--- src/rtl/pix_pkg.sv ---
package pix_pkg;

  parameter int unsigned CNT_W = 4;
  parameter int unsigned FB_TAP = 0;
  localparam int unsigned WORD_W = 2 * CNT_W;

  typedef logic [CNT_W-1:0] cnt_t;

  localparam cnt_t CNT_TOP  = {CNT_W{1'b1}};
  localparam cnt_t CNT_SEED = {{(CNT_W-1){1'b1}}, 1'b0};

  typedef struct packed {
    cnt_t arr;
    cnt_t wid;
  } pix_word_t;

  typedef enum logic {
    MODE_TIMING = 1'b0,
    MODE_COUNT  = 1'b1
  } acq_mode_e;

  function automatic cnt_t lfsr_sat_step(input cnt_t q);
    cnt_t r;
    if (q == CNT_TOP) begin
      r = q;
    end else begin
      r = {q[CNT_W-2:0], q[CNT_W-1] ^ q[FB_TAP]};
    end
    return r;
  endfunction

endpackage

--- src/rtl/pix_sync.sv ---
module pix_sync #(
  parameter int unsigned W = 1
) (
  input  logic         clk,
  input  logic         rst_n,
  input  logic [W-1:0] d_async,
  output logic [W-1:0] d_sync
);

  genvar i;
  generate
    for (i = 0; i < W; i++) begin : g_bit
      logic st1, st2;
      always_ff @(posedge clk or negedge rst_n) begin
        if (!rst_n) begin
          st1 <= 1'b0;
          st2 <= 1'b0;
        end else begin
          st1 <= d_async[i];
          st2 <= st1;
        end
      end
      assign d_sync[i] = st2;
    end
  endgenerate

endmodule

--- src/rtl/pix_ctrl.sv ---
module pix_ctrl #(
  parameter int unsigned NPIX = 2
) (
  input  logic            clk,
  input  logic            rst_n,
  input  logic            shutter,
  input  logic [NPIX-1:0] disc,
  output logic            win_lvl,
  output logic            win_open,
  output logic [NPIX-1:0] dsc_lvl,
  output logic [NPIX-1:0] dsc_rise
);

  localparam int unsigned SW = NPIX + 1;

  logic [SW-1:0]   raw_in;
  logic [SW-1:0]   synced;
  logic            win_prev;
  logic [NPIX-1:0] dsc_prev;

  assign raw_in = {disc, shutter};

  pix_sync #(.W(SW)) u_sync (
    .clk    (clk),
    .rst_n  (rst_n),
    .d_async(raw_in),
    .d_sync (synced)
  );

  assign win_lvl = synced[0];
  assign dsc_lvl = synced[SW-1:1];

  always_ff @(posedge clk or negedge rst_n) begin
    if (!rst_n) begin
      win_prev <= 1'b0;
      dsc_prev <= '0;
    end else begin
      win_prev <= win_lvl;
      dsc_prev <= dsc_lvl;
    end
  end

  assign win_open = win_lvl & ~win_prev;
  assign dsc_rise = dsc_lvl & ~dsc_prev;

endmodule

--- src/rtl/pix_channel.sv ---
module pix_channel
  import pix_pkg::*;
(
  input  logic      clk,
  input  logic      rst_n,
  input  logic      rdo,
  input  logic      shift_en,
  input  logic      shift_in,
  output logic      shift_out,
  input  logic      acq_en,
  input  acq_mode_e mode,
  input  logic      masked,
  input  logic      win_lvl,
  input  logic      win_open,
  input  logic      dsc_lvl,
  input  logic      dsc_rise,
  output logic      hit
);

  pix_word_t word_q, word_n;
  logic      hit_q, hit_n;
  logic      wid_run_q, wid_run_n;

  always_comb begin
    word_n    = word_q;
    hit_n     = hit_q;
    wid_run_n = wid_run_q;
    if (rdo) begin
      if (shift_en) begin
        word_n = pix_word_t'({word_q[WORD_W-2:0], shift_in});
      end
    end else if (win_open) begin
      word_n.arr = CNT_SEED;
      word_n.wid = CNT_SEED;
      hit_n      = 1'b0;
      wid_run_n  = 1'b0;
    end else if (win_lvl && !masked) begin
      if (mode == MODE_COUNT) begin
        if (dsc_rise) begin
          hit_n      = 1'b1;
          word_n.arr = lfsr_sat_step(word_q.arr);
        end
      end else begin
        if (dsc_rise && !hit_q) begin
          hit_n     = 1'b1;
          wid_run_n = 1'b1;
        end
        if (hit_q && acq_en) begin
          word_n.arr = lfsr_sat_step(word_q.arr);
        end
        if (wid_run_q) begin
          if (dsc_lvl) begin
            if (acq_en) begin
              word_n.wid = lfsr_sat_step(word_q.wid);
            end
          end else begin
            wid_run_n = 1'b0;
          end
        end
      end
    end
  end

  always_ff @(posedge clk or negedge rst_n) begin
    if (!rst_n) begin
      word_q    <= '{arr: CNT_SEED, wid: CNT_SEED};
      hit_q     <= 1'b0;
      wid_run_q <= 1'b0;
    end else begin
      word_q    <= word_n;
      hit_q     <= hit_n;
      wid_run_q <= wid_run_n;
    end
  end

  assign shift_out = word_q[WORD_W-1];
  assign hit       = hit_q;

endmodule

--- src/rtl/pix_pair_cell.sv ---
module pix_pair_cell
  import pix_pkg::*;
#(
  parameter int unsigned NPIX = 2
) (
  input  logic            clk,
  input  logic            rst_n,
  input  logic            acq_en,
  input  logic            shutter,
  input  logic            readout,
  input  logic            calib_mode,
  input  logic [NPIX-1:0] mask,
  input  logic [NPIX-1:0] disc,
  input  logic            sin_valid,
  output logic            sin_ready,
  input  logic            sin_data,
  output logic            sout_valid,
  input  logic            sout_ready,
  output logic            sout_data,
  output logic [NPIX-1:0] hit_flag
);

  logic            win_lvl;
  logic            open_pls;
  logic [NPIX-1:0] dsc_lvl;
  logic [NPIX-1:0] dsc_rise;
  logic            xfer;
  logic [NPIX:0]   link;
  acq_mode_e       mode_sel;

  assign mode_sel   = acq_mode_e'(calib_mode);
  assign sin_ready  = readout & sout_ready;
  assign sout_valid = readout & sin_valid;
  assign xfer       = readout & sin_valid & sout_ready;

  pix_ctrl #(.NPIX(NPIX)) u_ctrl (
    .clk     (clk),
    .rst_n   (rst_n),
    .shutter (shutter),
    .disc    (disc),
    .win_lvl (win_lvl),
    .win_open(open_pls),
    .dsc_lvl (dsc_lvl),
    .dsc_rise(dsc_rise)
  );

  assign link[0] = sin_data;

  genvar p;
  generate
    for (p = 0; p < NPIX; p++) begin : g_pix
      pix_channel u_chan (
        .clk      (clk),
        .rst_n    (rst_n),
        .rdo      (readout),
        .shift_en (xfer),
        .shift_in (link[p]),
        .shift_out(link[p+1]),
        .acq_en   (acq_en),
        .mode     (mode_sel),
        .masked   (mask[p]),
        .win_lvl  (win_lvl),
        .win_open (open_pls),
        .dsc_lvl  (dsc_lvl[p]),
        .dsc_rise (dsc_rise[p]),
        .hit      (hit_flag[p])
      );
    end
  endgenerate

  assign sout_data = link[NPIX];

endmodule

--- config.mk ---
export PLATFORM = sky130hd
export DESIGN_NAME = pix_pair_cell
export DESIGN_NICKNAME = d
export VERILOG_FILES = /design/src/rtl/pix_pkg.sv /design/src/rtl/pix_sync.sv /design/src/rtl/pix_ctrl.sv /design/src/rtl/pix_channel.sv /design/src/rtl/pix_pair_cell.sv
export SDC_FILE = /design/constraint.sdc
export NUM_CORES = 1
export LEC_CHECK = 0
export CAP_MARGIN = 5
export CELL_PAD_IN_SITES_DETAIL_PLACEMENT = 1
export CELL_PAD_IN_SITES_GLOBAL_PLACEMENT = 1
export CORE_ASPECT_RATIO = 0.6
export CORE_MARGIN = 2
export CORE_UTILIZATION = 45
export DETAILED_ROUTE_END_ITERATION = 12
export DONT_BUFFER_PORTS = 1
export PLACE_DENSITY_LB_ADDON = 0.1
export REMOVE_ABC_BUFFERS = 1
export SLEW_MARGIN = 40
export SYNTH_ARGS = -nofsm -noshare
export SYNTH_HDL_FRONTEND = slang
export SYNTH_SLANG_ARGS = --single-unit
--- constraint.sdc ---
create_clock -name clk -period 1.7 [get_ports clk]
set_input_delay 0.34 -clock clk [delete_from_list [all_inputs] [get_ports clk]]
set_output_delay 0.34 -clock clk [all_outputs]
set_load 0.1 [all_outputs]
# Word level (Yosys, flattened, before mapping)
# Index checks and enable logic that the tools add are counted.
dict set report op_classes {
  n_eq_ne 13
  order_cmp 0
  n_div 0
  shift 0
  bitwise_logic 12
  add_sub_neg 0
  n_reduce_logical 31
  mul 0
  muxes 48
}
# op count
set op_table {}
lappend op_table {{2-to-1 mux 4 bit} 18}
lappend op_table {{2-to-1 mux 8 bit} 8}
lappend op_table {{nonzero test 3 bit} 9}
lappend op_table {{2-to-1 mux 1 bit} 22}
lappend op_table {{== test 4 bit, second input constant} 4}
lappend op_table {{AND reduction 4 bit} 4}
lappend op_table {{AND reduction 7 bit} 2}
lappend op_table {{!= test 4 x 2 -> 1 bit, second input constant} 2}
lappend op_table {{nonzero test 4 bit} 2}
lappend op_table {{logical AND 1 bit} 6}
lappend op_table {{!= test 3 x 1 -> 1 bit, second input constant} 2}
lappend op_table {{!= test 3 x 2 -> 1 bit, second input constant} 2}
lappend op_table {{AND reduction 3 bit} 2}
lappend op_table {{AND 1 bit} 4}
lappend op_table {{logical NOT 1 bit} 4}
lappend op_table {{!= test 2 x 1 -> 1 bit, second input constant} 2}
lappend op_table {{nonzero test 2 bit} 2}
lappend op_table {{bitwise XOR 1 bit} 4}
lappend op_table {{!= test 3 bit, second input constant} 1}
lappend op_table {{AND 2 bit} 1}
lappend op_table {{inverter 1 bit} 2}
lappend op_table {{inverter 2 bit} 1}
dict set report totals {
  latchBits 0
  regBits 29
  mem_bits_ro 0
  n_memories 0
  output_inout_bits 5
  ram_bits 0
  wordCells 120
}

# Longest topological paths before layout
# Gate-level depths: netlist of the first run.
dict set report depth {
  word_depth 9
  mapped_depth 5
}

# By module
# From an unflattened synthesis of the first run, not the netlist that was laid out.
dict set report hier_totals {
  hier_cells 140
  hier_area_um2 1580.3
}
# mod seq_area_each_um2 instances cells_per_inst area_per_inst_um2
set modules_own_cells {}
lappend modules_own_cells {pix_channel 257.7 2 61 635.6}
lappend modules_own_cells {pix_sync 150.1 1 9 172.7}
lappend modules_own_cells {pix_ctrl 75.1 1 6 116.4}
lappend modules_own_cells {pix_pair_cell 0.0 1 3 20.0}

# Least setup slack after synthesis of the first run
# OpenSTA, ideal clock, no wires.
dict set report synth_timing {
  kind {flip-flop to flip-flop}
  startpoint {register g_pix[1].u_chan.word_q (netlist bit g_pix[1].u_chan.shift_out)}
  endpoint {register g_pix[1].u_chan.word_q (netlist bit g_pix[1].u_chan.shift_out)}
  period_less_slack_ns 1.702
  path_stages_with_launch 5
  path_slack_ns -0.002
  setup_ns 0.075
  arrival_time_ns 1.627
  path_buffers 0
  cell_sequence {dfstp_2 inv_1 o32ai_1 a21o_1 mux2i_1}
}
dict set report synth_via {
  elab_chain_cells 7
}
# element line_no
set synth_lines {}
lappend synth_lines {{from (decl)} pix_channel.sv:20} ;# pix_word_t word_q, word_n;
lappend synth_lines {{from (signal assigned)} pix_channel.sv:66} ;# word_q <= '{arr: CNT_SEED, wid: CNT_SEED};
lappend synth_lines {{from (signal assigned)} pix_channel.sv:70} ;# word_q <= word_n;
lappend synth_lines {{== test 4 bit} pix_pkg.sv:24} ;# if (q == CNT_TOP) begin
lappend synth_lines {{2-to-1 mux 4 bit (*)} --}
lappend synth_lines {{2-to-1 mux 4 bit (on tied branches)} --}
lappend synth_lines {{2-to-1 mux 4 bit (*)} --}
lappend synth_lines {{2-to-1 mux 8 bit (*) (3 in series)} --}
# Mark *: on every way between the ends. The rest lies on a longest branch, timed or not. The select of a mux whose other input is x is not followed.
# A chain may end at the register's enable or synchronous reset.

# Worst setup path in the final report of the first run
dict set report layout_timing {
  startpoint {register u_ctrl.u_sync.g_bit[0].st2}
  endpoint {register g_pix[1].u_chan.word_q[0] (netlist bit)}
}
dict set report layout_via {
  elab_chain_cells 3
}
# element line_no
set layout_lines {}
lappend layout_lines {{from (decl)} pix_sync.sv:13} ;# logic st1, st2;
lappend layout_lines {{from (signal assigned)} pix_sync.sv:20} ;# st2 <= st1;
lappend layout_lines {{AND 1 bit / logical AND 1 bit (equally long branches)} {pix_ctrl.sv:43, pix_channel.sv:37}}
lappend layout_lines {{!= test 3 bit (no source line), or another cell as far along} --}
lappend layout_lines {{AND reduction 7 bit (no source line) / 2-to-1 mux 8 bit (equally long branches)} --}
# Parallel ways exist; a longest one is shown, timed or not.

==> results.toml, run 1 <==
[outcome]
status = "finished, final reports clean"

[finish]
fin_util_pct = 52.70
final_cell_area_um2 = 1688
final_cell_mix = "18 x nor2_1, 17 x dfrtp_1, 14 x inv_1"
nFillCells = 370
final_common_cell = "nor2_1"
syn2layout_area_growth_pct = 14.23
seqCellArea_um2 = 740.7
multi_input_area_um2 = 655.6
drive_above_1_share_pct = 24.52
antenna-diode-count = 0
final_nets = 167

[timing]
maxSlewViolCount = 0
slew_headroom_pct = 71.30
skew_ns = 0.004154
finalHoldViolations = 0
min_period_over_period_pct = 92.62
fin_hold_ws_ns = 0.08247
fmax_ghz = 0.6351
worstMarginPinSlew_ns = 0.4280
rsz0062_at_grt = "no"
setup_viol = 0
finalCriticalPeriod_ns = 1.574

[clocking]
post-cts-setup-buffers = 0
cts_tree = "yes"
root_buffer = "clkbuf_8"
numCtsBuffers = 5
clkLatencyLatePin_ns = 0.28
cts.htree.levels = 2
clockBufferDepth = 2
cts_sinks = 29
clk_pin_slew_worst_paths_ns = 0.06

[pwr]
p_leak_nw = 0.7403
vdd_drop_max_v = 0.0007512
power.total_mw = 2.410
powerDensity_nw_per_um2 = 1428

[critical_path]
end_kind = "flop"
critPathMaxStageDelay_ns = 0.52
crit_slowest_cell = "or4_4"
crit_path_cell_trace = "nor2b_1 > or2_1 > or4_4 > o211ai_2"
cp_max_fo = 7
critPathTopFamily = "simple AND/OR/NAND/NOR gates"
crit_type = "flop to flop"
crit_required_ns = 1.90
cp.buffers_inverters = 0
worstSetupStartpointType = "flop"
arrival_ns = 1.78

[global_routing]
grt_usage_pct = 20.61
antenna_found_initial = 0
first_global_vias = 1180
grt_pass1_wl_um = 5789
grt_max_degree = 30
grt-ovfl-total = 0

[floorplan]
die_w_um = 77.98
start_util_pct = 46.13
boundaryPins = 18
fp.dieH_um = 48.39
rows = 16
die_area_um2 = 3773
fp.coreArea_um2 = 3203

[hold_path]
min_path_type = "input pin to flop"

[synth]
synth-seq-cells = 29
synthSimpleGateAreaFrac_pct = 22.44
synth_fa_ha_area_share_pct = 0
synthXorXnorAreaFrac_pct = 0.5927
ys_types = 41
synth_compound_area_share_pct = 12.02
syn_area_um2 = 1478
synth_top_family_by_area = "simple AND/OR/NAND/NOR gates"
ys_warn_count = 0
ys.flop_type = "dfrtp_1"
synth-edff-count = 0
ys_seq_area_share_pct = 50.13
avgSynthCellArea_um2 = 10.33
ys_async_sr_fraction_pct = 100.0
syn_inst = 143
synth_mux_area_share_pct = 8.891

[placement]
gp_congestion = 0.8065
io_buffers = 0
post-dp-hpwl_um = 2480
place_area_um2 = 1544

[route]
drtIter0Drc = 43
ant_nets = 0
routed_wl_um = 3394
drc = 0
vias = 1102
wl_per_cell_um = 16.97
viasPerCell = 5.510
dr.pass1.iters = 4

[job]
drv_cap = 0
## worst reg2reg max path, delay by kind of cell, from the launching register on
| family | cells | cell delay (ns) |
|---|---|---|
| AND/OR/NAND/NOR | 3 | 0.99 |
| flip-flops | 1 | 0.44 |
| AO/OA/AOI/OAI | 1 | 0.08 |
## synthesized netlist by cell type, drive strengths merged (2+ instances only)
| master | instances | area, µm² |
|---|---|---|
| a21o | 2 | 15.01 |
| a21oi | 8 | 47.55 |
| and2 | 5 | 31.28 |
| and3b | 2 | 17.52 |
| buf | 4 | 35.02 |
| dfrtp | 17 | 425.4 |
| dfstp | 12 | 315.3 |
| inv | 14 | 52.55 |
| mux2i | 12 | 120.1 |
| nand2 | 8 | 30.03 |
| nand3 | 4 | 20.02 |
| nand3b | 3 | 22.52 |
| nand4 | 4 | 25.02 |
| nor2 | 19 | 71.32 |
| nor2b | 2 | 12.51 |
| nor3b | 2 | 20.02 |
| nor4b | 2 | 17.52 |
| o211ai | 4 | 35.03 |
| o31ai | 2 | 20.02 |
| or2 | 2 | 12.51 |
## routing by layer
layer | wire length, µm | GRT usage, % | vias up
met2 | 1406 | 29.31 | 30
met1 | 1724 | 28.87 | 548
met5 | 0 | 0 | -
met4 | 61 | 8.772 | 0
met3 | 202 | 6.903 | 7
li1 | - | - | 517
## per-stage QoR
step | cells | setup slack [ns] | TNS [ns]
6_report | 200 | 0.1255 | 0
5_1_grt | 200 | 0.05859 | 0
2_1_floorplan | 139 | -0.1996 | -0.7897
3_3_place_gp | 190 | 0.1930 | 0
3_5_place_dp | 190 | 0.06768 | 0
4_1_cts | 200 | 0.04292 | 0
## logic make-up after synthesis
| kind of cell | Yosys count |
|---|---|
| mux | 13 |
| compound gates | 23 |
| buf+inv | 18 |
| xor+xnor | 1 |
| simple gates | 59 |
| flops | 29 |
## flip-flops by register name (all words and copies together) (netlist names)
signal	count
u_ctrl.win_prev	1
g_pix.u_chan.hit	2
u_ctrl.u_sync.g_bit.st1	3
g_pix.u_chan.word_q	14
g_pix.u_chan.wid_run_q	2
u_ctrl.u_sync.g_bit.st2	3
g_pix.u_chan.shift_out	2
u_ctrl.dsc_prev	2
## layout make-up
type	instances	area share, %
Multi-Input combinational cell	96	38.84
Timing Repair Buffer	8	4.448
Tap cell	45	3.336
Clock buffer	6	4.299
Sequential cell	29	43.88
Inverter	14	3.113
Clock inverter	2	2.076
## path summary, 6_finish.rpt
path	depth (start not counted)	slack (ns)	startpoint	to
max in group asynchronous	2	0.93	rst_n	g_pix[0].u_chan.word_q[6]
worst max register to register	4	0.13	u_ctrl.u_sync.g_bit[0].st2	g_pix[1].u_chan.word_q[0]
worst min register to register	0	0.36	u_ctrl.u_sync.g_bit[1].st1	u_ctrl.u_sync.g_bit[1].st2
worst max-delay path	4	0.13	u_ctrl.u_sync.g_bit[0].st2	g_pix[1].u_chan.word_q[0]
min in group asynchronous	2	0.53	rst_n	g_pix[0].u_chan.wid_run_q
worst min-delay path	0	0.08	disc[1]	u_ctrl.u_sync.g_bit[2].st1
## power breakdown
part / switching, mW / internal (mW) / leakage, nW
Sequential: 0.162 / 0.964 / 0.334
Combinational: 0.384 / 0.208 / 0.351
Clock: 0.258 / 0.434 / 0.0552
## repair_timing
action                                  4_1_cts  5_1_grt
endpoints found under the setup margin        0        5
endpoints found under the hold margin        29        0
resized for setup                             0        2
hold buffers                                  2        0
(Power assumes the default switching activity.)
==> run 2, diff against run 1 <==
Settings changed: CELL_PAD_IN_SITES_DETAIL_PLACEMENT 1 to 0.
==> run 2 against run 1 <==
Setup slack worse by 0.0092 ns; largest cell class unchanged; routed wire length is 12% lower; combinational power is 3% lower.
==> results.toml, run 2 (synthesis gave the netlist of run 1 again) <==
[outcome]
status = "finished, final reports clean"

[timing]
setup_tns_ns = 0
worstMarginPinSlew_ns = 0.4133
finalHoldViolations = 0
finalCriticalPeriod_ns = 1.584
slew_headroom_pct = 72.28
setup_viol = 0
skew_ns = 0.005769
maxSlewViolCount = 0
fmax_ghz = 0.6314
min_period_over_period_pct = 93.16
rsz0062_at_grt = "no"

[global_routing]
grt_pass1_wl_um = 5264
grt_max_degree = 30
first_global_vias = 1067
grt-ovfl-total = 0
antenna_found_initial = 0
grt_usage_pct = 18.32

[critical_path]
r2r_start = "u_ctrl.u_sync.g_bit[0].st2"
crit_type = "flop to flop"
end_kind = "flop"
crit_end = "g_pix[1].u_chan.word_q[0]"
reg2reg_to = "g_pix[1].u_chan.word_q[0]"
cp-startpoint = "u_ctrl.u_sync.g_bit[0].st2"
worstSetupStartpointType = "flop"
cp_max_fo = 7
crit_required_ns = 1.91
worst-r2r-cell-count = 4
arrival_ns = 1.79
regToRegSetupSlack_ns = 0.12

[finish]
syn2layout_area_growth_pct = 15.07
largest_reg_flops = 14
drive_above_1_share_pct = 25.16
reg_top3 = "g_pix.u_chan.word_q: 14 flops, u_ctrl.u_sync.g_bit.st1: 3 flops, u_ctrl.u_sync.g_bit.st2: 3 flops"
top_register = "g_pix.u_chan.word_q"
antenna-diode-count = 0
final_nets = 167
fin_util_pct = 53.09
final_cell_mix = "18 x nor2_1, 17 x dfrtp_1, 14 x inv_1"
final_common_cell = "nor2_1"

[pwr]
netSwitchingFraction_pct = 32.61
clkPwrFrac_pct = 30.6
power.switching_mw = 0.7969
p_leak_nw = 0.7425
p_seq_share_pct = 45.8
powerDensity_nw_per_um2 = 1437
comb_power_share_pct = 23.6
vdd_drop_max_v = 0.0007082
cell_internal_pwr_mw = 1.647

[floorplan]
die_area_um2 = 3773
die_w_um = 77.98
boundaryPins = 18
rows = 16
fp.dieH_um = 48.39
fp.coreArea_um2 = 3203
start_util_pct = 46.13

[placement]
gp_congestion = 0.8065
post-dp-hpwl_um = 2165
io_buffers = 0

[clocking]
clk_pin_slew_worst_paths_ns = 0.07
clockBufferDepth = 2
numCtsBuffers = 5
clkLatencyLatePin_ns = 0.28
cts.htree.levels = 2
cts_tree = "yes"
cts_sinks = 29
root_buffer = "clkbuf_8"

[route]
vias = 1076
dr.pass1.iters = 4
wl_per_cell_um = 15.00
ant_nets = 0
drtIter0Drc = 30
routed_wl_um = 2999
drc = 0
viasPerCell = 5.380

[job]
drv_cap = 0

[hold_path]
min_path_type = "input pin to flop"
[run 2: how the worst min path moves through the flow]
stage                       start                          to  cells after the start  slack (ns)
final                     disc[1]  u_ctrl.u_sync.g_bit[2].st1                      0        0.08
after global routing      disc[1]  u_ctrl.u_sync.g_bit[2].st1                      0        0.06
after CTS                 disc[1]  u_ctrl.u_sync.g_bit[2].st1                      0        0.07
after detailed placement    rst_n   g_pix[0].u_chan.word_q[0]                      0        0.05
after global placement      rst_n   g_pix[1].u_chan.word_q[0]                      0        0.05
after floorplan             rst_n         g_pix[0].u_chan.hit                      0        0.04
[run 2: per-layer routing]
metal  part of all wire [%]  global-route usage [%]  up-vias
li1                       -                       -      517
met1                     54                   28.80      529
met2                     39                   23.13       26
met3                    6.8                   6.157        4
met4                   0.77                   6.140        0
met5                      0                       0        -
[run 2: final cells by class]
class	count	area, µm²
fill	299	1503
sequential	29	740.7
multi-input combinational	96	655.6
clock buffer	6	82.58
timing repair buffer	8	75.07
tap	45	56.30
inverter	14	52.55
clock inverter	2	37.54
[run 2: power by group through the flow]
stage	registers (mW)	logic (mW)	clock network, mW
after global routing	1.16	0.649	0.803
after detailed placement	1.13	0.554	0
final	1.12	0.576	0.748
after CTS	1.12	0.579	0.766
after floorplan	1.22	0.332	0
after global placement	1.13	0.549	0
[run 2: worst max-delay path, stage by stage, from the launching register on]
cell and delay [ns]:
dfrtp_1 0.44, nor2b_1 0.20, or2_1 0.27, or4_4 0.53, o211ai_2 0.08
[run 2: repair_timing]
item                                   4_1_cts  5_1_grt
resized for setup                            0        2
buffers inserted                             0        0
hold buffers                                 2        0
endpoints found under the hold margin       29        0
setup endpoints to repair                    0        2
[run 2: metrics by stage]
step,cell area [µm²],hold WS [ns],worst slack [ns],instances,power [mW]
after detailed placement,1544,0.04505,0.1076,190,1.685
after floorplan,1443,0.04441,-0.1996,139,1.550
after global placement,1544,0.04524,0.1930,190,1.678
final,1700,0.07900,0.1163,200,2.444
after global routing,1700,0.06069,0.08441,200,2.608
after CTS,1694,0.06926,0.09191,200,2.464
==> run 3, diff against run 2 <==
--- a/config.mk
+++ b/config.mk
@@ -6,5 +6,5 @@
 export NUM_CORES = 1
 export LEC_CHECK = 0
-export CAP_MARGIN = 5
+export CAP_MARGIN = 20
 export CELL_PAD_IN_SITES_DETAIL_PLACEMENT = 0
 export CELL_PAD_IN_SITES_GLOBAL_PLACEMENT = 1
==> constraint.sdc (replaced) <==
create_clock -name clk -period 1.7 [get_ports clk]
set_input_delay 0.34 -clock clk [delete_from_list [all_inputs] [get_ports clk]]
set_output_delay 0.34 -clock clk [all_outputs]
set_load 0.01 [all_outputs]
==> run 3 against run 2 <==
Combinational power decreased by 32%; clock skew about the same; die area unchanged; hold slack improved by 0.0079 ns; power decreased by 14%; global-route usage increased by 0.13 points; via count decreased by 2.4%; clock power decreased by 23%; setup slack improved by 0.0064 ns; sequential power about the same; largest power group unchanged.
==> results.toml, run 3 (synthesis gave the netlist of run 1 again) <==
[global_routing]
grt-ovfl-total = 0
grt_usage_pct = 18.45
grt_max_degree = 30
grt_pass1_wl_um = 5195
antenna_found_initial = 0
first_global_vias = 1048

[pwr]
p_leak_nw = 0.7052
powerDensity_nw_per_um2 = 1294
power.total_mw = 2.109
vdd_drop_max_v = 0.0006133

[finish]
final_cell_area_um2 = 1630
largest_reg_flops = 14
top_register = "g_pix.u_chan.word_q"
final_cell_mix = "19 x nor2_1, 17 x dfrtp_1, 14 x inv_1"
fin_util_pct = 50.90
reg_top3 = "g_pix.u_chan.word_q: 14 flops, u_ctrl.u_sync.g_bit.st1: 3 flops, u_ctrl.u_sync.g_bit.st2: 3 flops"
final_common_cell = "nor2_1"
final_nets = 162
drive_above_1_share_pct = 20.67
nFillCells = 290
syn2layout_area_growth_pct = 10.33
antenna-diode-count = 0

[critical_path]
cp_max_fo = 7
cp.buffers_inverters = 0
end_kind = "flop"
crit_slowest_cell = "dfrtp_1"
regToRegSetupSlack_ns = 0.12
crit_cells = 4
worst-r2r-cell-count = 4
crit_required_ns = 1.90
critPathMaxStageDelay_ns = 0.43
crit_type = "flop to flop"
critPathTopFamily = "simple AND/OR/NAND/NOR gates"
crit_path_cell_trace = "nor2b_1 > nor2_1 > a21o_1 > mux2i_1"
worstSetupStartpointType = "flop"
arrival_ns = 1.78

[floorplan]
boundaryPins = 18
die_area_um2 = 3773
fp.dieH_um = 48.39
die_w_um = 77.98
rows = 16
fp.coreArea_um2 = 3203
start_util_pct = 46.13

[clocking]
cts.htree.levels = 2
cts_tree = "yes"
clk_pin_slew_worst_paths_ns = 0.06
root_buffer = "clkbuf_8"
post-cts-setup-buffers = 0
clkLatencyLatePin_ns = 0.28
numCtsBuffers = 5
clockBufferDepth = 2
cts_sinks = 29

[placement]
gp_congestion = 0.7918
io_buffers = 0
post-dp-hpwl_um = 2192
place_area_um2 = 1506

[route]
wl_per_cell_um = 15.70
ant_nets = 0
drtIter0Drc = 41
viasPerCell = 5.385
routed_wl_um = 3062
vias = 1050
drc = 0
dr.pass1.iters = 4

[hold_path]
min_path_type = "input pin to flop"
worst_hold_path.num_cells = 0

[timing]
skew_ns = 0.005407
setup_viol = 0
fmax_ghz = 0.6340
slew_headroom_pct = 65.69
finalHoldViolations = 0
setup_tns_ns = 0
finalCriticalPeriod_ns = 1.577
maxSlewViolCount = 0
worstMarginPinSlew_ns = 0.5128
rsz0062_at_grt = "no"
min_period_over_period_pct = 92.78

[job]
drv_cap = 0

[outcome]
status = "finished, final reports clean"
run 3: cell type report:
cell class	instances	area, µm²	area share [%]
inverters	14	52.55	3.223
well taps	45	56.30	3.454
multi-input cells	96	653.1	40.06
clock buffers	8	90.09	5.526
flip-flops and latches	29	740.7	45.43
repair buffers	3	37.54	2.302
run 3: worst paths after layout:
path | startpoint | end
max | u_ctrl.u_sync.g_bit[0].st2 | g_pix[1].u_chan.word_q[5]
min reg2reg | u_ctrl.u_sync.g_bit[1].st1 | u_ctrl.u_sync.g_bit[1].st2
max reg2reg | u_ctrl.u_sync.g_bit[0].st2 | g_pix[1].u_chan.word_q[5]
min | shutter | u_ctrl.u_sync.g_bit[0].st1
min in group asynchronous | rst_n | g_pix[0].u_chan.wid_run_q
max in group asynchronous | rst_n | g_pix[1].u_chan.word_q[6]
run 3: what timing repair did:
action	4_1_cts	5_1_grt
hold buffers	2	0
endpoints found under the setup margin	0	3
endpoints found under the hold margin	29	0
gates resized for setup	0	1
run 3: metal layers:
layer	global-route usage [%]	share of wire (%)	up-vias
li1	-	-	508
met1	28.71	55	518
met2	23.28	40	24
met3	6.530	5.3	0
met4	6.433	0	0
met5	0	0	-
run 3: power by group:
group,internal [mW],switching (mW)
combinational,0.183,0.207
sequential,0.965,0.181
clock,0.329,0.244
total,1.48,0.632
run 3: metrics by stage:
| stage | hold WS, ns | cells | worst slack (ns) |
|---|---|---|---|
| 2_1_floorplan | 0.04441 | 139 | 0.2121 |
| 3_3_place_gp | 0.04520 | 185 | 0.1928 |
| 3_5_place_dp | 0.04525 | 185 | 0.1567 |
| 4_1_cts | 0.07539 | 195 | 0.1145 |
| 5_1_grt | 0.06480 | 195 | 0.01122 |
| 6_report | 0.08686 | 195 | 0.1228 |
